<file path="config.mk">
export PLATFORM = sky130hd
export DESIGN_NAME = rice_ctx_predictor
export DESIGN_NICKNAME = d
export VERILOG_FILES = /design/src/rtl/rcp_pkg.sv /design/src/rtl/rcp_kest.sv /design/src/rtl/rcp_ctxmem.sv /design/src/rtl/rice_ctx_predictor.sv
export SDC_FILE = /design/constraint.sdc
export NUM_CORES = 2
export LEC_CHECK = 0
export BUFFER_PORTS_ARGS = -buffer_cell sky130_fd_sc_hd__buf_2
export CORE_UTILIZATION = 50
export CTS_BUF_LIST = sky130_fd_sc_hd__clkbuf_16
export DETAILED_ROUTE_END_ITERATION = 8
export GPL_ROUTABILITY_DRIVEN = 0
export MAX_ROUTING_LAYER = met4
export PLACE_DENSITY = 0.66
export SYNTH_ARGS = -nofsm -noshare
export SYNTH_HDL_FRONTEND = slang
export SYNTH_HIERARCHICAL = 1
export SYNTH_SLANG_ARGS = --single-unit
</file>
<file path="constraint.sdc">
create_clock -name clk -period 13.2 [get_ports clk]
set_clock_uncertainty 0.2 [all_clocks]
set_input_delay 3.96 -clock clk [delete_from_list [all_inputs] [get_ports clk]]
set_output_delay 3.96 -clock clk [all_outputs]
set_load 0.02 [all_outputs]
</file>
<file path="src/rtl/rcp_pkg.sv">
package rcp_pkg;
   localparam int SAMPLE_W = 32;
   localparam int CH_W     = 4;
   localparam int PREC_W   = 3;
   localparam int K_W      = 5;

   typedef struct packed {
      logic [CH_W-1:0]   ch;
      logic [PREC_W-1:0] prec;
      logic              byp;
   } tag_t;

   // Width in bits selected by a precision code.
   function automatic int unsigned prec_width(input logic [PREC_W-1:0] code);
      return (code == PREC_W'(7)) ? 32 : 8 + 2 * int'(code);
   endfunction

   function automatic logic [SAMPLE_W-1:0] prec_mask(input logic [PREC_W-1:0] code);
      int unsigned w;
      w = prec_width(code);
      if (w >= SAMPLE_W) return '1;
      return (SAMPLE_W'(1) << w) - SAMPLE_W'(1);
   endfunction
endpackage

</file>
<file path="src/rtl/rcp_kest.sv">
module rcp_kest
   import rcp_pkg::*;
#(
   parameter int AW = 38,
   parameter int NW = 7
) (
   input  logic [AW-1:0]     acc,
   input  logic [NW-1:0]     cnt,
   input  logic [PREC_W-1:0] prec,
   output logic [K_W-1:0]    k
);
   localparam int EW = AW + SAMPLE_W;

   if (NW > AW) begin : g_chk
      $error("rcp_kest: count wider than accumulator");
   end

   logic [K_W-1:0] k_raw;
   logic [K_W-1:0] k_cap;

   // Descending scan leaves the smallest shift that covers the sum.
   always_comb begin
      k_raw = K_W'(SAMPLE_W - 1);
      for (int j = SAMPLE_W - 1; j >= 0; j--) begin
         if ((EW'(cnt) << j) >= EW'(acc)) k_raw = K_W'(j);
      end
      k_cap = K_W'(prec_width(prec) - 1);
      k     = (k_raw > k_cap) ? k_cap : k_raw;
   end
endmodule

</file>
<file path="src/rtl/rcp_ctxmem.sv">
module rcp_ctxmem #(
   parameter int DEPTH   = 9,
   parameter int IW      = 4,
   parameter int DW      = 77,
   parameter bit FORWARD = 1'b1
) (
   input  logic          clk,
   input  logic          rst_n,
   input  logic [IW-1:0] rd_idx,
   output logic [DW-1:0] rd_data,
   input  logic          wr_en,
   input  logic [IW-1:0] wr_idx,
   input  logic [DW-1:0] wr_data
);
   if (DEPTH < 1 || DEPTH > (1 << IW)) begin : g_chk
      $error("rcp_ctxmem: depth does not fit the index width");
   end

   logic [DW-1:0] mem [DEPTH];
   logic [DW-1:0] stored;

   always_ff @(posedge clk or negedge rst_n) begin
      if (!rst_n) begin
         for (int i = 0; i < DEPTH; i++) mem[i] <= '0;
      end else if (wr_en) begin
         mem[wr_idx] <= wr_data;
      end
   end

   assign stored = (int'(rd_idx) < DEPTH) ? mem[rd_idx] : '0;

   if (FORWARD) begin : g_fwd
      assign rd_data = (wr_en && wr_idx == rd_idx) ? wr_data : stored;
   end else begin : g_plain
      assign rd_data = stored;
   end
endmodule

</file>
<file path="src/rtl/rice_ctx_predictor.sv">
module rice_ctx_predictor
   import rcp_pkg::*;
#(
   parameter int NUM_CH    = 9,
   parameter int IMG_CH    = 5,
   parameter int FRAME_PIX = 16,
   parameter int IMG_K     = 2,
   parameter int N_LIMIT   = 64
) (
   input  logic                clk,
   input  logic                rst_n,
   input  logic                in_valid,
   output logic                in_ready,
   input  logic [SAMPLE_W-1:0] in_data,
   input  logic [CH_W-1:0]     in_ch,
   input  logic [PREC_W-1:0]   in_prec,
   input  logic                in_byp,
   output logic                out_valid,
   input  logic                out_ack,
   output logic [SAMPLE_W-1:0] out_err,
   output logic [K_W-1:0]      out_k,
   output logic [CH_W-1:0]     out_ch,
   output logic [PREC_W-1:0]   out_prec,
   output logic                out_byp
);
   localparam int NW     = $clog2(N_LIMIT) + 1;
   localparam int AW     = SAMPLE_W + $clog2(N_LIMIT);
   localparam int CTX_W  = SAMPLE_W + AW + NW;
   localparam int PIX_IW = (FRAME_PIX > 1) ? $clog2(FRAME_PIX) : 1;

   if (NUM_CH < 1 || NUM_CH > (1 << CH_W)) begin : g_chk_ch
      $error("rice_ctx_predictor: channel count out of range");
   end
   if (IMG_CH < 0 || IMG_CH >= NUM_CH) begin : g_chk_img
      $error("rice_ctx_predictor: imaging channel outside the channel range");
   end
   if (N_LIMIT < 2 || (N_LIMIT & (N_LIMIT - 1)) != 0) begin : g_chk_n
      $error("rice_ctx_predictor: count limit must be a power of two");
   end
   if (IMG_K < 0 || IMG_K > 7) begin : g_chk_k
      $error("rice_ctx_predictor: fixed k exceeds the narrowest precision");
   end
   if (FRAME_PIX < 1) begin : g_chk_pix
      $error("rice_ctx_predictor: frame needs at least one pixel");
   end

   // ---------------- stage 1: accept, context read ----------------
   logic                s1_valid, s1_adv, accept, in_is_img;
   logic [SAMPLE_W-1:0] s1_x, s1_pred;
   tag_t                s1_tag;
   logic [AW-1:0]       s1_a;
   logic [NW-1:0]       s1_n;
   logic [PIX_IW-1:0]   s1_pix, pix_cnt;

   logic [CTX_W-1:0]    ctx_rd, ctx_wr;
   logic [SAMPLE_W-1:0] pix_rd;
   logic                ctx_we, pix_we;

   assign s1_adv    = s1_valid && (!out_valid || out_ack);
   assign in_ready  = !s1_valid || s1_adv;
   assign accept    = in_valid && in_ready;
   assign in_is_img = (in_ch == CH_W'(IMG_CH));

   rcp_ctxmem #(.DEPTH(NUM_CH), .IW(CH_W), .DW(CTX_W), .FORWARD(1'b1)) u_ctx (
      .clk(clk), .rst_n(rst_n),
      .rd_idx(in_ch), .rd_data(ctx_rd),
      .wr_en(ctx_we), .wr_idx(s1_tag.ch), .wr_data(ctx_wr)
   );

   rcp_ctxmem #(.DEPTH(FRAME_PIX), .IW(PIX_IW), .DW(SAMPLE_W), .FORWARD(1'b1)) u_pix (
      .clk(clk), .rst_n(rst_n),
      .rd_idx(pix_cnt), .rd_data(pix_rd),
      .wr_en(pix_we), .wr_idx(s1_pix), .wr_data(s1_x)
   );

   always_ff @(posedge clk or negedge rst_n) begin
      if (!rst_n) begin
         pix_cnt <= '0;
      end else if (accept && in_is_img && !in_byp) begin
         pix_cnt <= (pix_cnt == PIX_IW'(FRAME_PIX - 1)) ? '0 : pix_cnt + PIX_IW'(1);
      end
   end

   always_ff @(posedge clk or negedge rst_n) begin
      if (!rst_n) begin
         s1_valid <= 1'b0;
         s1_x     <= '0;
         s1_pred  <= '0;
         s1_tag   <= '0;
         s1_a     <= '0;
         s1_n     <= '0;
         s1_pix   <= '0;
      end else if (accept) begin
         s1_valid <= 1'b1;
         s1_x     <= in_data & prec_mask(in_prec);
         s1_tag   <= '{ch: in_ch, prec: in_prec, byp: in_byp};
         s1_pred  <= in_byp ? '0 : (in_is_img ? pix_rd : ctx_rd[CTX_W-1 -: SAMPLE_W]);
         s1_a     <= ctx_rd[NW +: AW];
         s1_n     <= ctx_rd[NW-1:0];
         s1_pix   <= pix_cnt;
      end else if (s1_adv) begin
         s1_valid <= 1'b0;
      end
   end

   // ---------------- stage 2: fold, estimate, write back ----------------
   logic signed [SAMPLE_W+1:0] diff;
   logic [SAMPLE_W-1:0]        folded, err_s2;
   logic [K_W-1:0]             k_est, k_s2;
   logic [AW-1:0]              a_sum, a_new;
   logic [NW-1:0]              n_inc, n_new;
   logic                       s1_img;

   assign s1_img = (s1_tag.ch == CH_W'(IMG_CH));
   assign diff   = $signed({2'b00, s1_x}) - $signed({2'b00, s1_pred});
   assign folded = (diff[SAMPLE_W+1] ? {~diff[SAMPLE_W-2:0], 1'b1} : {diff[SAMPLE_W-2:0], 1'b0})
                   & prec_mask(s1_tag.prec);

   rcp_kest #(.AW(AW), .NW(NW)) u_kest (
      .acc(s1_a), .cnt(s1_n), .prec(s1_tag.prec), .k(k_est)
   );

   always_comb begin
      a_sum = s1_a + AW'(folded);
      n_inc = s1_n + NW'(1);
      if (n_inc == NW'(N_LIMIT)) begin
         a_new = a_sum >> 1;
         n_new = NW'(N_LIMIT / 2);
      end else begin
         a_new = a_sum;
         n_new = n_inc;
      end
      err_s2 = s1_tag.byp ? s1_x : folded;
      k_s2   = s1_tag.byp ? '0 : (s1_img ? K_W'(IMG_K) : k_est);
   end

   assign ctx_we = s1_adv && !s1_tag.byp && !s1_img;
   assign pix_we = s1_adv && !s1_tag.byp && s1_img;
   assign ctx_wr = {s1_x, a_new, n_new};

   always_ff @(posedge clk or negedge rst_n) begin
      if (!rst_n) begin
         out_valid <= 1'b0;
         out_err   <= '0;
         out_k     <= '0;
         out_ch    <= '0;
         out_prec  <= '0;
         out_byp   <= 1'b0;
      end else if (s1_adv) begin
         out_valid <= 1'b1;
         out_err   <= err_s2;
         out_k     <= k_s2;
         out_ch    <= s1_tag.ch;
         out_prec  <= s1_tag.prec;
         out_byp   <= s1_tag.byp;
      end else if (out_ack) begin
         out_valid <= 1'b0;
      end
   end

   // ---------------- assertions ----------------
   a_r2_ch_in_range: assert property (@(posedge clk) disable iff (!rst_n)
      in_valid |-> int'(in_ch) < NUM_CH);

   a_r3_err_fits: assert property (@(posedge clk) disable iff (!rst_n)
      out_valid |-> (out_err & ~prec_mask(out_prec)) == '0);

   a_r4_k_capped: assert property (@(posedge clk) disable iff (!rst_n)
      out_valid |-> int'(out_k) < int'(prec_width(out_prec)));

   a_r5_img_fixed_k: assert property (@(posedge clk) disable iff (!rst_n)
      (out_valid && !out_byp && out_ch == CH_W'(IMG_CH)) |-> out_k == K_W'(IMG_K));

   a_r6_raw_k_zero: assert property (@(posedge clk) disable iff (!rst_n)
      (out_valid && out_byp) |-> out_k == '0);

   a_r8_hold: assert property (@(posedge clk) disable iff (!rst_n)
      (out_valid && !out_ack) |=> (out_valid && $stable(out_err) && $stable(out_k)
                                   && $stable(out_ch) && $stable(out_prec) && $stable(out_byp)));

   a_r9_ready_when_acked: assert property (@(posedge clk) disable iff (!rst_n)
      out_ack |-> in_ready);
endmodule

</file>
==> run_results.csv <==
group,metric,value,unit
sta,drv_slew,0,
yosys,synthDistinctLibCells,94,
yosys,synth-seq-area-share,0.472,
clock_tree,post_cts_resized,0,
sta,maxSlewHeadroom,0.129,
routing,vias_per_cell,6.34,
floorplan,die_y,384,um
sta,fin_crit_sh,0.657,
min_path,worstHoldPathCells,2,
sta,hold_violations,0,
sta,finalCriticalPeriod,8.67,ns
floorplan,die_area,0.147,mm^2
finish,area_growth_syn_to_layout,9.48,%
yosys,synthDominantCellAreaShare,0.472,
floorplan,core_area,0.144,mm^2
clock_tree,clockBufferDepth,3,
yosys,synthCells,5781,
critical_path,r2r_cells,30,
status,status,"complete, no violations",
finish,layout.nets,6011,
yosys,ys_ff_latch,1377,
clock_tree,cts_setup_buffers,0,
routing,routed_wl,198000,um
placement,io_buffer_count,90,
clock_tree,cts_inserted_buffers,147,
routing,routedWlPerCell,25.7,um
floorplan,rows,139,
sta,hold_ws,0.276,ns
grt,overflow,0,
yosys,avgSynthCellArea,12.6,um^2
floorplan,io_pins,91,
grt,first_global_vias,49731,
clock_tree,clock_sinks,1377,
yosys,netlist_top_cells_area,"dfrtp_1, mux2_2, mux4_2, ha_1, mux2i_1",
sta,setup_violations,0,
placement,dp_hpwl,118000,um
critical_path,cp.required,9.04,ns
critical_path,worst_setup_path_start_kind,"primary input",
clock_tree,cts-root-buf,"clkbuf_16",
finish,layout-drive-gt1-share,0.339,
clock_tree,clk_latency,0.79,ns
yosys,synth_area_leader_cell,"dfrtp_1",
routing,drcViolationCount,0,
grt,grt_pass1_wl,307000,um
routing,first_pass_iters,5,
sta,fin_tns_setup,0,ns
clock_tree,path_clk_slew,0.06,ns
flow_run,cap_violations,0,
power,vdd_drop_max,127,uV
yosys,syn-cell-area,0.0729,mm^2
clock_tree,cts_tree,"yes",
routing,vias,48892,
critical_path,crit_fanout,3,
grt,grt_max_degree,181,
critical_path,arrival,4.51,ns
critical_path,cp-end-kind,"output pin",
critical_path,crit_type,"primary input to output pin",
floorplan,initial_core_util,0.506,
sta,tightestPinTransition,1.29,ns
yosys,async_reset_ff_frac,1.00,
placement,dp.cells,7431,
sta,max_freq,115,MHz
power,p_per_area,176,mW/mm^2
finish,nFillCells,11771,
yosys,synth_edf_count,0,
clock_tree,ctsHoldBuffers,0,
power,power_leakage,0.0379,uW
floorplan,die_x,384,um
min_path,hp-class,"flop to flop",
grt,antenna_found_initial,10,
yosys,yosys_most_used_dff,"dfrtp_1",
grt,track_usage,0.278,
finish,stdcell_count,7707,
routing,drtIter0Drc,4039,
yosys,syn-num-nets,6115,
sta,rsz0062_at_grt,"no",
clock_tree,htreeDepth,4,
yosys,ys_warn_count,6,
routing,postRouteAntennaNets,0,
[report_power, final]
part	internal [uW]	switching, uW
clock	2410	1770
combinational	1830	2510
sequential	4990	533
total	9230	4810
[metrics by stage]
step / area [um^2] / power, uW / utilization / setup slack [ns]
floorplan: 72900 / 8530 / - / 4.80
global placement: 74900 / 9680 / 0.520 / 4.54
detailed placement: 74900 / 9840 / 0.520 / 4.54
CTS: 79800 / 14100 / 0.554 / 4.54
global route: 79800 / 14800 / 0.554 / 4.47
finish: 79800 / 14000 / 0.554 / 4.53
[per-layer routing]
layer / wire [um] / vias up / track usage
met2: 90000 / 1581 / 0.416
met3: 13000 / 352 / 0.0435
li1: - / 21336 / -
met5: 0 / - / -
met4: 5680 / 0 / 0.0867
met1: 89300 / 25623 / 0.390
[cell usage after synthesis, drive strengths merged, types with 43 or more instances]
master,instances
o21ai,232
a21o,62
inv,105
mux2,1307
buf,284
ha,288
xnor2,70
nand2,353
mux4,206
a21oi,135
dfrtp,1377
nor3,123
a22oi,65
nand3,43
clkbuf,180
a31oi,99
mux2i,194
a221oi,82
nor2,125
[sequential cells by signal, summed over array words and instances, names as in the netlist, 5 cells and up]
signal and flops:
out_err 32, s1_n 7, u_pix/mem 512, s1_x 32
s1_tag 8, s1_a 38, out_k 5, s1_pred 32
u_ctx/mem 693
[layout by cell type, fill, tap and decap left out, types with 24 or more instances in the layout]
master,instances
a21o_1,62
mux4_2,206
nor3_1,116
nand2_1,348
and3_1,35
mux2_2,1240
mux2i_1,194
a22oi_1,65
a31oi_1,98
buf_4,115
nand3_1,42
nand4_1,36
a21oi_1,133
xnor2_1,70
xor2_1,33
nor2_1,115
ha_1,288
buf_2,86
a221oi_1,82
mux2_1,40
inv_1,131
clkinv_1,27
o21a_1,35
o21ai_0,212
clkinv_2,24
mux2_4,27
clkbuf_16,148
dfrtp_1,1375
[path summary, 6_finish.rpt]
| kind | from | to | slack, ns |
|---|---|---|---|
| setup / recovery | out_ack | in_ready | 4.53 |
| hold reg to reg | out_ch[1] | out_ch[1] | 0.28 |
| max in group asynchronous | rst_n | u_pix/mem[70] | 7.46 |
| setup reg to reg | s1_x[0] | s1_a[36] | 4.77 |
| hold / removal | out_ch[1] | out_ch[1] | 0.28 |
| min in group asynchronous | rst_n | u_ctx/mem[351] | 2.96 |
[worst max-delay path, stage by stage]
cell	delay, ns
buf_2	0.10
nand3b_1	0.23
buf_2	0.22
[layout make-up]
| cell class | instances | area, um^2 | area share |
|---|---|---|---|
| diodes | 9 | 22.5 | 0.000282 |
| multi-input cells | 3835 | 36200 | 0.454 |
| repair buffers | 211 | 1480 | 0.0185 |
| clock inverters | 119 | 1180 | 0.0147 |
| clock buffers | 148 | 3700 | 0.0464 |
| inverters | 105 | 395 | 0.00495 |
| well taps | 1903 | 2380 | 0.0298 |
| flip-flops and latches | 1377 | 34500 | 0.432 |
[logic make-up after synthesis]
logic type	synth area share
adders and majority gates	0.0500
AOI/OAI and AO/OA	0.0812
xor gates and xnor gates	0.0124
and+or+nand+nor	0.0565
DFF	0.472
muxes	0.293
buffers and inverters	0.0341
Note: power is estimated with default switching activity, not from simulation.
